### src/rtl/pib_pkg.sv
package pib_pkg;
   typedef enum logic [1:0] {
      TGT_NONE   = 2'd0,
      TGT_BRIDGE = 2'd1,
      TGT_INTREG = 2'd2,
      TGT_LOCAL  = 2'd3
   } tgt_class_e;
endpackage

### src/rtl/pib_regwin_dec.sv
module pib_regwin_dec #(
   parameter int ADDR_W    = 32,
   parameter int WIN_LOG2  = 17,
   parameter int BRG_LO    = 'h10400,
   parameter int BRG_HI    = 'h10BFF
) (
   input  logic [ADDR_W-1:0] addr,
   input  logic [ADDR_W-1:0] win_base,
   input  logic [ADDR_W-1:0] int_base,
   output logic              hit,
   output logic              is_bridge,
   output logic [ADDR_W-1:0] xaddr
);
   localparam logic [WIN_LOG2-1:0] LO_OFF = WIN_LOG2'(BRG_LO);
   localparam logic [WIN_LOG2-1:0] HI_OFF = WIN_LOG2'(BRG_HI);

   logic [WIN_LOG2-1:0] offset;

   always_comb begin
      offset    = addr[WIN_LOG2-1:0];
      hit       = (addr[ADDR_W-1:WIN_LOG2] == win_base[ADDR_W-1:WIN_LOG2]);
      is_bridge = (offset >= LO_OFF) && (offset <= HI_OFF);
      xaddr     = {int_base[ADDR_W-1:WIN_LOG2], offset};
   end
endmodule

### src/rtl/pib_xwin_dec.sv
module pib_xwin_dec #(
   parameter int ADDR_W   = 32,
   parameter int SZ_W     = 5,
   parameter int MIN_LOG2 = 12
) (
   input  logic [ADDR_W-1:0] addr,
   input  logic              en,
   input  logic [ADDR_W-1:0] base,
   input  logic [SZ_W-1:0]   size_log2,
   input  logic [ADDR_W-1:0] xlat,
   output logic              hit,
   output logic [ADDR_W-1:0] xaddr
);
   logic [ADDR_W-1:0] low_mask;
   int unsigned       eff_log2;

   always_comb begin
      eff_log2 = (int'(size_log2) < MIN_LOG2) ? MIN_LOG2 : int'(size_log2);
      low_mask = '0;
      for (int b = 0; b < ADDR_W; b++) begin
         if (b < int'(eff_log2)) low_mask[b] = 1'b1;
      end
      hit   = en && (((addr ^ base) & ~low_mask) == '0);
      xaddr = (xlat & ~low_mask) | (addr & low_mask);
   end
endmodule

### src/rtl/pci_inbound_xlate.sv
module pci_inbound_xlate
   import pib_pkg::*;
#(
   parameter int ADDR_W   = 32,
   parameter int NUM_XWIN = 2,
   parameter int SZ_W     = 5,
   parameter int MIN_LOG2 = 12,
   parameter int WIN_LOG2 = 17,
   parameter int BRG_LO   = 'h10400,
   parameter int BRG_HI   = 'h10BFF
) (
   input  logic                             clk,
   input  logic                             rst_n,
   input  logic                             pci_valid,
   input  logic [ADDR_W-1:0]                pci_addr,
   input  logic [ADDR_W-1:0]                regwin_base,
   input  logic [ADDR_W-1:0]                int_base,
   input  logic [NUM_XWIN-1:0]              xwin_en,
   input  logic [NUM_XWIN-1:0][ADDR_W-1:0]  xwin_base,
   input  logic [NUM_XWIN-1:0][SZ_W-1:0]    xwin_size,
   input  logic [NUM_XWIN-1:0][ADDR_W-1:0]  xwin_xlat,
   output logic                             res_valid,
   output logic                             res_hit,
   output logic                             res_miss,
   output logic [1:0]                       res_class,
   output logic [ADDR_W-1:0]                res_addr
);
   localparam int WIN_BYTES = 1 << WIN_LOG2;

   // elaboration-time parameter checks
   if (WIN_LOG2 >= ADDR_W) begin : g_bad_win
      $error("WIN_LOG2 must be below ADDR_W");
   end
   if (BRG_LO > BRG_HI || BRG_HI >= WIN_BYTES) begin : g_bad_brg
      $error("bridge offset range must be ordered and inside the window");
   end
   if (MIN_LOG2 < 1 || MIN_LOG2 > ADDR_W) begin : g_bad_min
      $error("MIN_LOG2 out of range");
   end
   if (NUM_XWIN < 1) begin : g_bad_num
      $error("need at least one translation window");
   end

   logic                             rw_hit, rw_brg;
   logic [ADDR_W-1:0]                rw_addr;
   logic [NUM_XWIN-1:0]              xw_hit;
   logic [NUM_XWIN-1:0][ADDR_W-1:0]  xw_addr;

   pib_regwin_dec #(
      .ADDR_W(ADDR_W), .WIN_LOG2(WIN_LOG2), .BRG_LO(BRG_LO), .BRG_HI(BRG_HI)
   ) u_regwin (
      .addr(pci_addr), .win_base(regwin_base), .int_base(int_base),
      .hit(rw_hit), .is_bridge(rw_brg), .xaddr(rw_addr)
   );

   for (genvar gi = 0; gi < NUM_XWIN; gi++) begin : g_xwin
      pib_xwin_dec #(
         .ADDR_W(ADDR_W), .SZ_W(SZ_W), .MIN_LOG2(MIN_LOG2)
      ) u_xwin (
         .addr(pci_addr), .en(xwin_en[gi]), .base(xwin_base[gi]),
         .size_log2(xwin_size[gi]), .xlat(xwin_xlat[gi]),
         .hit(xw_hit[gi]), .xaddr(xw_addr[gi])
      );
   end

   // fixed priority: dedicated window, then lowest-numbered translation window
   logic              sel_hit;
   tgt_class_e        sel_class;
   logic [ADDR_W-1:0] sel_addr;

   always_comb begin
      sel_hit   = 1'b0;
      sel_class = TGT_NONE;
      sel_addr  = '0;
      for (int i = NUM_XWIN-1; i >= 0; i--) begin
         if (xw_hit[i]) begin
            sel_hit   = 1'b1;
            sel_class = TGT_LOCAL;
            sel_addr  = xw_addr[i];
         end
      end
      if (rw_hit) begin
         sel_hit   = 1'b1;
         sel_class = rw_brg ? TGT_BRIDGE : TGT_INTREG;
         sel_addr  = rw_addr;
      end
   end

   always_ff @(posedge clk) begin
      if (!rst_n) begin
         res_valid <= 1'b0;
         res_hit   <= 1'b0;
         res_miss  <= 1'b0;
         res_class <= TGT_NONE;
         res_addr  <= '0;
      end else begin
         res_valid <= pci_valid;
         res_hit   <= pci_valid && sel_hit;
         res_miss  <= pci_valid && !sel_hit;
         res_class <= pci_valid ? sel_class : TGT_NONE;
         res_addr  <= (pci_valid && sel_hit) ? sel_addr : '0;
      end
   end
endmodule

### config.mk
export PLATFORM = sky130hd
export DESIGN_NAME = pci_inbound_xlate
export DESIGN_NICKNAME = d
export VERILOG_FILES = /design/src/rtl/pib_pkg.sv /design/src/rtl/pib_regwin_dec.sv /design/src/rtl/pib_xwin_dec.sv /design/src/rtl/pci_inbound_xlate.sv
export SDC_FILE = /design/constraint.sdc
export NUM_CORES = 1
export LEC_CHECK = 0
export BUFFER_PORTS_ARGS = -buffer_cell sky130_fd_sc_hd__buf_2
export CORE_AREA = 5 5 103 105
export CTS_BUF_LIST = sky130_fd_sc_hd__clkbuf_4
export CTS_CLUSTER_DIAMETER = 150
export CTS_CLUSTER_SIZE = 24
export DETAILED_ROUTE_END_ITERATION = 8
export DIE_AREA = 0 0 108 110
export GPL_TIMING_DRIVEN = 0
export PLACE_DENSITY = 0.7
export RECOVER_POWER = 50
export SYNTH_ARGS = -nofsm -noshare
export SYNTH_HDL_FRONTEND = slang
export SYNTH_SLANG_ARGS = --single-unit
export TNS_END_PERCENT = 20
### constraint.sdc
create_clock -name clk -period 2.7 [get_ports clk]
set_clock_uncertainty 0.15 [all_clocks]
set_input_delay 0.135 -clock clk [delete_from_list [all_inputs] [get_ports clk]]
set_output_delay 0.135 -clock clk [all_outputs]
set_load 0.05 [all_outputs]
Word-level counts from Yosys, hierarchy flattened
Index checks and enable logic that the tools add are counted. Widths: inputs -> output; s select.

Magnitude comparators: 68. Equality and inequality tests: 1. Multiplexer cells: 76. Bitwise operators: 12. Reductions and logical operators: 10.

Operators by type and width (count): $lt 6x32->1 const A (32); $lt 5x32->1 const A (16); $lt 4x32->1 const A (8); $and 32x32->32 (6); $lt 3x32->1 const A (4); $mux 32 (3); $mux 1 (67); $logic_not 32->1 (2); $lt 1x32->1 const A (2); $lt 2x32->1 const A (2); $not 32->32 (2); $or 32x32->32 (2); $xor 32x32->32 (2); $ge 17x17->1 const B (1); $le 17x17->1 const B (1); $eq 15x15->1 (1); $lt 5x4->1 const B (2); $mux 5 (2); $mux 2 (4); $logic_and 1x1->1 (5); $reduce_and 2->1 (2); $logic_not 1->1 (1).

Flip-flop bits (word level): 37. Bits of input ports: 239. Output and inout port bits: 37. Word-level logic and storage cells: 172.

Longest topological paths before layout
Gate-level depths: netlist of the first run.

Depth in word-level cells: 13. Gate-level depth with buffers: 11. Mapped depth without buffers: 8.

By module
From an unflattened synthesis of the first run, not the netlist that was laid out.

Cell total of the unflattened synthesis: 474. Area total of the unflattened synthesis: 3982.6 µm².

Modules (own cells, without submodules): pci_inbound_xlate (times used 1, cells an instance 193, area each 1819.2 µm², seq. area each 740.7 µm²); pib_xwin_dec (times used 2, cells an instance 113, area each 867.1 µm², seq. area each 0.0 µm²); pib_regwin_dec (times used 1, cells an instance 55, area each 429.2 µm², seq. area each 0.0 µm²).

Worst setup path before layout of the first run
OpenSTA, ideal clock, no wires.

Kind: in2reg. Start point: input port xwin_size[0] (netlist name). End point: register res_addr[15]. Library setup time: 0.066 ns. Data arrival time: 2.032 ns. Setup slack: 0.452 ns. Cell stages on the path: 9. Path buffers: 2. Cell sequence: buf_2 and3_1 o21ai_2 a222oi_1 o2111ai_2 or3_1 buf_6 o32a_1 a21oi_2.

Cells in the longest elaborated chain, start to end: 12. Elaborated cells between the ends (all ways): 79. Classes of those cells: order compare (33); mux (37); bitwise (5); reduce/logical (4).

RTL lines: start, declared (line pci_inbound_xlate.sv:20) `input logic [NUM_XWIN-1:0][SZ_W-1:0] xwin_size,`; $lt 5x4->1 (line pib_xwin_dec.sv:18) `eff_log2 = (int'(size_log2) < MIN_LOG2) ? MIN_LOG2 : int'(size_log2);`; $mux 5 (*) (line pib_xwin_dec.sv:18); $lt 1x32->1, or another cell as far along (line pib_xwin_dec.sv:21) `if (b < int'(eff_log2)) low_mask[b] = 1'b1;`; $mux 1 (line pib_xwin_dec.sv:21); $not 32->32 (line pib_xwin_dec.sv:23, pib_xwin_dec.sv:24); $and 32x32->32 (line pib_xwin_dec.sv:23) `hit = en && (((addr ^ base) & ~low_mask) == '0);`; $logic_not 32->1 (line pib_xwin_dec.sv:23); $logic_and 1x1->1 (line pib_xwin_dec.sv:23); $mux 1 (line pci_inbound_xlate.sv:76) `if (xw_hit[i]) begin`; $mux 1 (line pci_inbound_xlate.sv:82) `if (rw_hit) begin`; $logic_and 1x1->1 (line pci_inbound_xlate.sv:101) `res_addr <= (pci_valid && sel_hit) ? sel_addr : '0;`; $reduce_and 2->1 (no source line); end signal, assigned (line pci_inbound_xlate.sv:101); end, declared (line pci_inbound_xlate.sv:26) `output logic [ADDR_W-1:0] res_addr`.

Mark *: on every way between the ends. The rest lies on a longest branch, timed or not. A chain may end at the register's enable or synchronous reset.

Worst setup path in the final report of the first run
Start point: input port pci_addr[15]. End point: register res_addr[21].

Cells in the longest elaborated chain, start to end: 9. Elaborated cells between the ends (all ways): 16. Classes of those cells: mux (6); bitwise (4); reduce/logical (6).

RTL lines: start, declared (line pci_inbound_xlate.sv:15) `input logic [ADDR_W-1:0] pci_addr,`; $xor 32x32->32 (line pib_xwin_dec.sv:23); $and 32x32->32 (line pib_xwin_dec.sv:23); $logic_not 32->1 (line pib_xwin_dec.sv:23); $logic_and 1x1->1 (line pib_xwin_dec.sv:23); $mux 1 (2 in a row) (line pci_inbound_xlate.sv:76); $mux 1 (line pci_inbound_xlate.sv:82); $logic_and 1x1->1 (line pci_inbound_xlate.sv:101); $reduce_and 2->1 (no source line).

Parallel ways exist; a longest one is shown, timed or not.

==> results of run 1 <==
-- metrics by stage --
step                cell area (sq um)  hold WS [ps]  setup slack [ps]
floorplan                        2965         106.7             451.8
global placement                 4018         189.3            -810.7
detailed placement               4018         187.3            -799.9
CTS                              4472         12.45            0.2964
global route                     4454         20.36             48.01
finish                           4454         13.22             183.6
-- per-layer routing --
layer	GRT usage, %	part of all wire (%)
met1	28.58	44
met2	37.21	46
met3	4.019	8.0
met4	5.681	1.7
met5	0	0
-- worst max-delay path, cell delays in order --
cell,delay [ps]
dlygate4sd3_1,530
buf_2,170
xnor2_1,160
o21ai_0,90
a2111o_1,520
o211ai_1,270
clkbuf_2,360
o221a_1,320
nor2_1,60
-- report_power, final --
part	internal [mW]	leakage, nW	switching (mW)
sequential	0.547	0.298	0.000512
combinational	0.228	1.60	0.242
clock	0.196	0.0414	0.202
total	0.971	1.94	0.444
-- state kept, by name, indices dropped and copies added, names as in the netlist --
signal     flops
res_addr      32
res_class      2
res_valid      1
res_hit        1
res_miss       1
-- cells in the final DEF (no fill, tap or decap), types with 5 or more instances in the layout --
master	instances
a21oi_1	12
and2_1	19
buf_2	148
clkbuf_1	56
clkbuf_4	5
dfxtp_1	37
dlygate4sd3_1	36
inv_1	6
mux2i_1	32
nand2_1	36
nand3_1	5
nor2_1	27
nor3_1	7
o211ai_1	6
o21ai_0	17
o221a_1	13
xnor2_1	27
xor2_1	29
-- cells by family (layout without fill, tap and decap cells) --
group / Yosys count / count (layout)
buf+inv: 41 / 263
compound gates: 88 / 88
fa+ha+maj: 1 / 1
mux: 32 / 32
simple gates: 109 / 109
flops: 37 / 37
xor+xnor: 56 / 56
-- cells in the mapped netlist, drive strengths merged, types with 2 or more instances --
cell type	number
nor3	7
nand4	4
o31ai	3
nand2	36
mux2i	32
o211ai	6
o2111a	3
a211oi	2
nor2	27
buf	13
xnor2	27
o21ai	21
dfxtp	37
a31oi	4
o221a	13
nand3	5
clkbuf	21
inv	7
a21o	2
and2	19
o21a	2
o22a	4
xor2	29
nor4	2
and3	3
o41ai	2
a21oi	13
-- cell type report --
cell class | count | share of cell area (%)
tap | 133 | 3.736
buffer | 34 | 3.567
clock inverter | 3 | 1.039
inverter | 7 | 0.5899
clock buffer | 5 | 0.8427
timing repair buffer | 214 | 27.11
multi-input combinational | 286 | 46.49
sequential | 37 | 16.63
-- worst min-delay path by stage --
stage	endpoint	slack, ps	depth (start not counted)
2_1_floorplan	res_addr[0]	110	1
3_3_place_gp	res_addr[9]	190	2
3_5_place_dp	res_addr[5]	190	2
4_1_cts	res_addr[31]	10	4
5_1_grt	res_addr[23]	20	4
6_report	res_addr[31]	10	4
-- what timing repair did --
action                                 CTS  global route
hold buffers                            36             0
gates resized for setup                  2             5
setup endpoints to repair               20            23
buffers inserted                         0             1
endpoints found under the hold margin   32             0
pin swaps                                0             2
==> results.md, run 1 <==
* Row cnt at 36
* First DRT Iteration DRCs at around 180
* Final hold viol count at 0
* Area growth, synth to finish at 50.21%
* FMAX at between 300 and 400 MHz
* Number of CTS-inserted buffers at 5
* Maximum VDD drop at between 0.2 and 0.25 mV
* Max-Cap Viols at 0
* Relative slew margins at 50.29%
* Antenna cell count at 0
* Yosys warns at 0
* Congestion Overflow GR at 0
* Estimated wirelength of the detail-placed design at 11050 um
* Top Ports at 276
* Gpl congestion at 0.9434
* Vias in the first global route at about 3700
* Root Driver: clkbuf_4
* WP data arrival at 2620 ps
* First-pass GRT wire length at 19560 um
* Synthesized instance count at around 360
* Total power at around 1.4 mW
* Initial Util at between 30 and 40%
* Setup_tns at 0 ps
* CTS sink cnt at 37
* Library cells used by synthesis at between 50 and 60
* Core ar. at roughly 9500 sq um
* Crit path launch: pci_addr[15]
* Worst Path Required at 2800 ps
* Max Slew Vio Count at 0
* Largest family of logic cells by synthesized area: compound AO/OA/AOI/OAI gates
* Mapped Area at 2965 sq um
* Register Area at 740.7 sq um
* Via Count at 3584
* Remaining DRCs at 0
* Slew of the pin with the lowest slew margin at 740.1 ps
* Startpoint types: input pin
* Post-synthesis sequential area ratio at 24.98%
* Initial antenna violation count at 0
* Fin util at between 40% and 50%
* Via-per-instance ratio at 4.985
* Post-Synth Adder-Cell Area at 0.3376%
* Hold Crit Start: xwin_xlat[31]
* Largest net degree at the start of global routing at 14
* Asr flop ratio synth at 0%
* Area of the multi-input gates at 2071 sq um
* Dpl cells at slightly below 700
* Clock-pin slew on the worst setup and hold paths at 130 ps
* Die W at 108 um
* Leak at 1.944 nW
* Port bufs at 177
* Simple-gate share of the synthesized area at 17.81%
* H-tree depth at 2
* CTS tree: done
* Capture point of the critical path: res_addr[21]
* Unrepaired setup endpoints after global routing: no
* XOR/XNOR share of the synthesized area at between 10% and 20%
* Post-synth EDFFs at 0
* Yosys reg bits at 37
* Total Wirelength at 13680 um
* Post-layout net count at roughly 820
* Fill count at 1033
* Layout cells sized above 1 at between 20 and 30%
* WS Path Type: input pin to flop
* Die Y at 110 um
* Status: finished clean
* Cell Pwr Density at 317.8 nW/um^2
* Final min period at 2516 ps
* Die area at 11880 sq um
* # setup viols final at 0
* GRT Util Overall at a little over a fifth
* Multiplexer area fraction after synthesis at 10.80%
* Syn nets at 603
* Synth Area in Compound Gates at 23.38%
* Avg Cell Area, Syn at 8.147 sq um
* Crit Path Max Fanout at 10
* Tcrit/Tclk final at between 90% and 100%
* Post-synth top area cell: dfxtp_1
* Antenna viol nets, final at 0
* Yosys top cell area share at between 20% and 30%
* Pre-antenna DRT Iters at 4
* Crit path capture type: flop
* CTS max path bufs at 2
* Main area contributors after synthesis: dfxtp_1 25%, mux2i_1 11%, xor2_1 8.6%, xnor2_1 8.0%, o221a_1 4.9%
* Routed wire per std cell at roughly 19 um
* Fin cells at approximately 720
* Hold Crit Class: input pin to flop
* Top FF cell, synth: dfxtp_1
Note: power is estimated with default switching activity, not from simulation.
==> inputs of run 2 (changes only) <==
--- a/config.mk
+++ b/config.mk
@@ -6,14 +6,15 @@
 export NUM_CORES = 1
 export LEC_CHECK = 0
 export BUFFER_PORTS_ARGS = -buffer_cell sky130_fd_sc_hd__buf_2
-export CORE_AREA = 5 5 103 105
+export CORE_AREA = 5 5 105 107
 export CTS_BUF_LIST = sky130_fd_sc_hd__clkbuf_4
 export CTS_CLUSTER_DIAMETER = 150
 export CTS_CLUSTER_SIZE = 24
 export DETAILED_ROUTE_END_ITERATION = 8
-export DIE_AREA = 0 0 108 110
+export DIE_AREA = 0 0 110 112
 export GPL_TIMING_DRIVEN = 0
-export PLACE_DENSITY = 0.7
+export MAX_ROUTING_LAYER = met4
+export PLACE_DENSITY = 0.67
 export RECOVER_POWER = 50
 export SYNTH_ARGS = -nofsm -noshare
 export SYNTH_HDL_FRONTEND = slang
==> constraint.sdc (replaced) <==
create_clock -name clk -period 3.25 [get_ports clk]
set_clock_uncertainty 0.15 [all_clocks]
set_input_delay 0.1625 -clock clk [delete_from_list [all_inputs] [get_ports clk]]
set_output_delay 0.1625 -clock clk [all_outputs]
set_load 0.05 [all_outputs]
==> run 2 against run 1 <==
  * The flow now finishes with violations (negative hold slack)
  * Die area rose by 3.7%
  * Power fell by 17%
  * Routed wire length fell by 0.16%
  * Combinational power fell by 20%
  * Critical path type unchanged
  * Largest cell class unchanged
==> results.md, run 2 (synthesized netlist as in run 1, its figures left out) <==
* Remaining DRCs at 0 (unchanged)
* NetSw at 373.5 uW (-16%)
* Largest registers: res_addr (32), res_class (2)
* Worst Path Required at 3350 ps (+550 ps)
* Routed wire per std cell at 19.11 um (+0.40%)
* Sw Ratio at 31.79% (+0.40 points)
* Resized cells post-CTS at 0 (-2)
* Antenna cell count at 0 (unchanged)
* Cell Pwr Density at 269.5 nW/um^2 (-15%)
* Die area at 12320 sq um (+3.7%)
* Comb power frac at 32.2% (-1.0 points)
* Vias in the first global route at 3797 (+3.5%)
* Row cnt at 37 (+2.8%)
* Hold path depth at 4 (unchanged)
* Startpoint types: input pin
* Unrepaired setup endpoints after global routing: no
* Status: complete, but fails checks
* First-pass GRT wire length at 20080 um (+2.6%)
* Gpl congestion at 0.9209 (-2.4%)
* Layout cells sized above 1 at 29.19% (-0.33 points)
* Reg with most FFs: res_addr
* Clock network power share at 29.0% (+0.9 points)
* Hold Crit Class: input pin to flop
* Tcrit/Tclk final at 95.59%
* Estimated wirelength of the detail-placed design at 11160 um (+0.98%)
* Clock-pin slew on the worst setup and hold paths at 130 ps (about the same)
* Post-CTS Hold Fix Bufs at 30 (-17%)
* Max Slew Vio Count at 0 (unchanged)
* Die W at 110 um (+1.9%)
* Slew of the pin with the lowest slew margin at 1043 ps (+302.7 ps)
* WP data arrival at 3210 ps (+590 ps)
* Reg power frac at 38.7% (about the same)
* Max reg flops at 32 (unchanged)
* CTS tree: done
* Largest net degree at the start of global routing at 14 (unchanged)
* Initial antenna violation count at 0 (unchanged)
* Crit path cell chain: dlygate4sd3_1 > buf_2 > xor2_1 > a32o_1 > a221oi_2 > o2111ai_2 > o211ai_1 > clkbuf_1 > o221a_1 > nor2_1
* Number of setup buffers added after CTS at 0 (unchanged)
* Crit Path Max Fanout at 10 (unchanged)
* Root Driver: clkbuf_4
* Via-per-instance ratio at 4.951 (-0.68%)
* CTS sink cnt at 37 (unchanged)
* Total Wirelength at 13660 um (-0.16%)
* Most common cell after layout, fill and taps aside: buf_2
* Via Count at 3540 (-1.2%)
* Port bufs at 177 (unchanged)
* Core ar. at 10050 sq um (+5.2%)
* Antenna viol nets, final at 0 (unchanged)
* Final min period at approximately 3100 ps
* Relative slew margins at 29.90% (-20 points)
* CP max stage delay at 540 ps (about the same)
* # setup viols final at 0 (unchanged)
* Top Ports at 276 (unchanged)
* CP max stage cell: dlygate4sd3_1
* FMAX at 321.9 MHz
* Max-Cap Viols at 0 (unchanged)
* CTS max path bufs at 2 (unchanged)
* Number of CTS-inserted buffers at 5 (unchanged)
* Crit path capture type: flop
* WS Path Type: input pin to flop
* Die Y at 112 um (+1.8%)
* Violated checks: negative hold slack
* Dpl cells at 677 (+0.45%)
* Smallest hold slack at -8.459 ps (-21.68 ps)
* Leak at 1.894 nW (-2.6%)
* First DRT Iteration DRCs at 159 (-14%)
* Pre-antenna DRT Iters at 5 (+1)
* Hold EP: res_addr[28]
* Initial Util at 29.52% (-1.5 points)
* Final hold viol count at 2 (+2)
* Hold Crit Start: int_base[28]
* Fin area at 4359 sq um (-2.1%)
* H-tree depth at 2 (unchanged)
* Placed cell areas at 4021 sq um (about the same)
* Internal power at 801.2 uW (-17%)
* Area growth, synth to finish at 47.00%
* Most frequent cells in the layout: 148 x buf_2, 58 x clkbuf_1, 37 x dfxtp_1
* Fin cells at 715 (-0.56%)
* GRT Util Overall at 21.87% (about the same)
* Fin util at 43.39% (-3.3 points)
* Congestion Overflow GR at 0 (unchanged)
* Maximum VDD drop at 0.1695 mV (-16%)
* Post-layout net count at 817 (-0.85%)
## run 2: metal layers
metal	track usage, %	wire [um]
met2	37.06	6564
met5	-	0
met3	2.899	943
met1	27.62	5948
met4	4.239	205
## run 2: cell type report
cell class	count	area, sq um
fill	1094	5687
multi-input combinational	286	2042
timing repair buffer	207	1140
sequential	37	740.7
tap	136	170.2
buffer	34	156.4
clock inverter	3	46.29
clock buffer	5	37.54
inverter	7	26.28
## run 2: stage by stage
stage                     setup TNS, ps  setup WS (ps)  hold WS [ps]  total power [mW]
after floorplan                       0          974.3         134.2            0.6518
after global placement           -336.2         -94.55         217.4            0.8106
after detailed placement         -916.0         -145.9         217.8            0.8127
after CTS                             0          124.2         1.068             1.180
after global routing                  0          46.39         6.548             1.232
final                                 0          143.2        -8.459             1.175
## run 2: worst max-delay path, delay by kind of cell
| family | cells | cell delay, ps |
|---|---|---|
| AO/OA/AOI/OAI | 5 | 1560 |
| buffers and inverters | 3 | 1260 |
| XOR/XNOR | 1 | 170 |
| AND/OR/NAND/NOR | 1 | 60 |
## run 2: power by group through the flow
stage                     Combinational (mW)  Sequential (mW)  Clock, mW
after CTS                              0.378            0.455      0.347
after detailed placement               0.348            0.465          0
after global routing                   0.410            0.456      0.366
final                                  0.378            0.455      0.341
after global placement                 0.345            0.465          0
after floorplan                        0.182            0.470          0
## run 2: how the worst max path moves through the flow
stage	startpoint	endpoint	slack, ps	cells past startpoint
2_1_floorplan	xwin_size[0]	res_addr[15]	970	9
4_1_cts	pci_addr[16]	res_addr[21]	120	9
5_1_grt	pci_addr[16]	res_addr[21]	50	9
6_report	pci_addr[12]	res_addr[21]	140	10
3_3_place_gp	pci_addr[23]	res_addr[21]	-90	9
3_5_place_dp	pci_addr[23]	res_addr[21]	-150	9
==> inputs of run 3 (changes only) <==
--- a/config.mk
+++ b/config.mk
@@ -5,16 +5,17 @@
 export SDC_FILE = /design/constraint.sdc
 export NUM_CORES = 1
 export LEC_CHECK = 0
+export ABC_AREA = 1
 export BUFFER_PORTS_ARGS = -buffer_cell sky130_fd_sc_hd__buf_2
-export CORE_AREA = 5 5 105 107
+export CORE_AREA = 5 5 121 77
 export CTS_BUF_LIST = sky130_fd_sc_hd__clkbuf_4
 export CTS_CLUSTER_DIAMETER = 150
 export CTS_CLUSTER_SIZE = 24
 export DETAILED_ROUTE_END_ITERATION = 8
-export DIE_AREA = 0 0 110 112
+export DIE_AREA = 0 0 126 82
 export GPL_TIMING_DRIVEN = 0
 export MAX_ROUTING_LAYER = met4
-export PLACE_DENSITY = 0.67
+export PLACE_DENSITY = 0.87
 export RECOVER_POWER = 50
 export SYNTH_ARGS = -nofsm -noshare
 export SYNTH_HDL_FRONTEND = slang
==> run 3 against run 2 <==
  * The flow now finishes without violations
  * Worst setup slack improved by 680 ps
  * Critical path depth up 3
  * Sequential power about the same
  * Core utilization increased by 16 points
  * Cell area up 12%
  * Via count increased by 29%
  * Hold slack gained 27 ps
  * Global-route usage increased by 4.6 points
  * Synthesized area up 17%
  * First-iteration DRC count grew 130%
  * Routed wire length up 1.7%
  * Sequential cell count stayed put
  * Critical path type unchanged
  * Critical endpoint is now res_addr[31]
  * Largest cell class unchanged
==> results.md, run 3 <==
* Gpl congestion at 0.9662 (+4.9%)
* GRT Util Overall at 26.52% (+4.6 points)
* Layout cells sized above 1 at 26.67% (-2.5 points)
* Unrepaired setup endpoints after global routing: no
* Syn nets at 837 (+39%)
* Yosys top cell area share at 21.40% (-3.6 points)
* Crit path cell chain: buf_2 > o21ai_1 > nand2_1 > o21ai_1 > nor2_1 > nand2_1 > nor2_2 > nand3_2 > nand3_2 > buf_4 > nand3_1 > nor2_1 > dlygate4sd3_1
* Synth Area in Compound Gates at 7.626% (-16 points)
* Crit path launch: xwin_size[3]
* CP max stage delay at 540 ps (about the same)
* Main area contributors after synthesis: dfxtp_1 21%, nand2_1 19%, nor2_1 10%, nand3_1 8.2%, inv_1 7.9%
* Reg with most FFs: res_addr
* Post-Synth Adder-Cell Area at 0% (-0.34 points)
* Die W at 126 um (+15%)
* Post-synth top cells: 175 x nand2_1, 93 x nor2_1, 73 x inv_1
* Die area at 10330 sq um (-16%)
* Top FF cell, synth: dfxtp_1
* Estimated wirelength of the detail-placed design at 11240 um (+0.72%)
* Leak at 2.644 nW (+40%)
* Antenna viol nets, final at 0 (unchanged)
* Maximum VDD drop at 0.2310 mV (+36%)
* Cell Pwr Density at 242.5 nW/um^2 (-10%)
* Largest net degree at the start of global routing at 12 (-2)
* Post-synth top area cell: dfxtp_1
* CP max stage cell: dlygate4sd3_1
* Via Count at 4569 (+29%)
* Library cells used by synthesis at 33 (-42%)
* Largest registers: res_addr (32), res_class (2)
* H-tree depth at 2 (unchanged)
* Total Wirelength at 13890 um (+1.7%)
* Top Ports at 276 (unchanged)
* Post-synthesis sequential area ratio at 21.40% (-3.6 points)
* WS Path Type: input pin to flop
* Final min period at 2423 ps (-684.0 ps)
* Fin area at 4887 sq um (+12%)
* Hold Crit Start: int_base[18]
* Total power at 1.185 mW (+0.87%)
* Crit Path Max Fanout at 10 (unchanged)
* First DRT Iteration DRCs at 358 (+130%)
* Tcrit/Tclk final at 74.55% (-21 points)
* Max-Cap Viols at 0 (unchanged)
* Root Driver: clkbuf_4
* CTS tree: done
* Post-synth EDFFs at 0 (unchanged)
* Pre-antenna DRT Iters at 6 (+1)
* Relative slew margins at 57.86% (+28 points)
* Setup_tns at 0 ps (unchanged)
* Final hold viol count at 0 (-2)
* Most common cell in the netlist: nand2_1
* Asr flop ratio synth at 0% (unchanged)
* Synthesized instance count at 598 (+64%)
* Worst Path Required at 3340 ps (about the same)
* Post-CTS Hold Fix Bufs at 29 (-3.3%)
* Remaining DRCs at 0 (unchanged)
* First-pass GRT wire length at 20670 um (+2.9%)
* Capture point of the critical path: res_addr[31]
* Routed wire per std cell at 14.76 um (-23%)
* Max Slew Vio Count at 0 (unchanged)
* Startpoint types: input pin
* Avg Cell Area, Syn at 5.789 sq um (-29%)
* # setup viols final at 0 (unchanged)
* Max reg flops at 32 (unchanged)
* Via-per-instance ratio at 4.855 (-1.9%)
* WP data arrival at 2520 ps (-690 ps)
* CTS max path bufs at 2 (unchanged)
* Largest family of logic cells by synthesized area: simple AND/OR/NAND/NOR gates
* Mapped Area at 3462 sq um (+17%)
* Resized cells post-CTS at 0 (unchanged)
* Initial antenna violation count at 3 (+3)
* Multiplexer area fraction after synthesis at 2.566% (-8.2 points)
* XOR/XNOR share of the synthesized area at 11.13% (-5.4 points)
* Die Y at 82 um (-27%)
* Vias in the first global route at 4236 (+12%)
* FMAX at 412.7 MHz (+28%)
* Area growth, synth to finish at 41.16%
* Yosys warns at 0 (unchanged)
* Post-layout net count at 1063 (+30%)
* Crit path capture type: flop
* Row cnt at 26 (-30%)
* Slew of the pin with the lowest slew margin at 634.8 ps (-407.9 ps)
* Number of setup buffers added after CTS at 0 (unchanged)
* Initial Util at 42.23% (+13 points)
* Most common cell after layout, fill and taps aside: nand2_1
* Port bufs at 190 (+7.3%)
* Congestion Overflow GR at 0 (unchanged)
* Core ar. at 8198 sq um (-18%)
* DP Worst Slack at 907.9 ps (+1054 ps)
* Hold Crit Class: input pin to flop
* Most frequent cells in the layout: 175 x nand2_1, 159 x buf_2, 93 x nor2_1
* Status: finished clean
* Clock-pin slew on the worst setup and hold paths at 110 ps (-20 ps)
* Yosys reg bits at 37 (unchanged)
* Placed cell areas at 4553 sq um (+13%)
* Simple-gate share of the synthesized area at 45.50% (+28 points)
* CTS sink cnt at 37 (unchanged)
* Setup ws final at 827.2 ps (+684.0 ps)
* Number of CTS-inserted buffers at 5 (unchanged)
[run 3: cell count changes after synthesis, moves of 15 or more]
cell | previous run | this run
nand2_1 | 36 | 175
and2_1 | 19 | 0
clkbuf_1 | 21 | 6
inv_1 | 6 | 73
nor2_1 | 27 | 93
nand3_1 | 5 | 57
mux2i_1 | 32 | 1
[run 3: kinds of logic after synthesis]
kind of cell              after synthesis
buffers and inverters                  98
AOI/OAI and AO/OA                      48
and+or+nand+nor                       363
muxes                                   8
xor gates and xnor gates               44
DFF                                    37
[run 3: per-layer routing]
layer | share of wire [%] | routed length, um | global-route usage, %
met3 | 12 | 1669 | 7.992
met1 | 44 | 6173 | 35.46
met2 | 42 | 5891 | 40.77
met4 | 1.1 | 157 | 3.640
met5 | 0 | 0 | -
[run 3: worst min-delay path by stage]
| stage | to | slack, ps | cells after the start |
|---|---|---|---|
| 2_1_floorplan | res_addr[4] | 120 | 2 |
| 3_5_place_dp | res_addr[4] | 230 | 3 |
| 3_3_place_gp | res_addr[7] | 230 | 3 |
| 6_report | res_addr[18] | 20 | 5 |
| 4_1_cts | res_addr[18] | 2 | 5 |
| 5_1_grt | res_addr[18] | 30 | 5 |
[run 3: worst max-delay path: cells and delay by family]
kind / cells / cell delay, ps
AOI/OAI and AO/OA: 2 / 700
buffers and inverters: 3 / 880
and+or+nand+nor: 8 / 780
[run 3: final cells by class]
type	instances	area, sq um
Inverter	79	296.5
Sequential cell	37	740.7
Timing Repair Buffer	219	1196
Fill cell	869	3311
Antenna cell	4	10.01
Buffer	19	111.4
Clock inverter	2	33.78
Clock buffer	6	45.04
Multi-Input combinational cell	463	2313
Tap cell	112	140.1
[run 3: stage by stage]
stage	hold slack, ps	utilization (%)	instances
after global placement	226.5	55.54	900
after detailed placement	230.8	55.54	900
after CTS	1.942	60.04	937
final	18.60	59.62	941
after floorplan	124.7	-	598
after global routing	33.17	59.58	940
[run 3: power breakdown]
group	switching (mW)	internal, mW	leakage [nW]
clock network	0.152	0.169	0.0433
registers	0.000428	0.455	0.298
logic	0.226	0.184	2.30
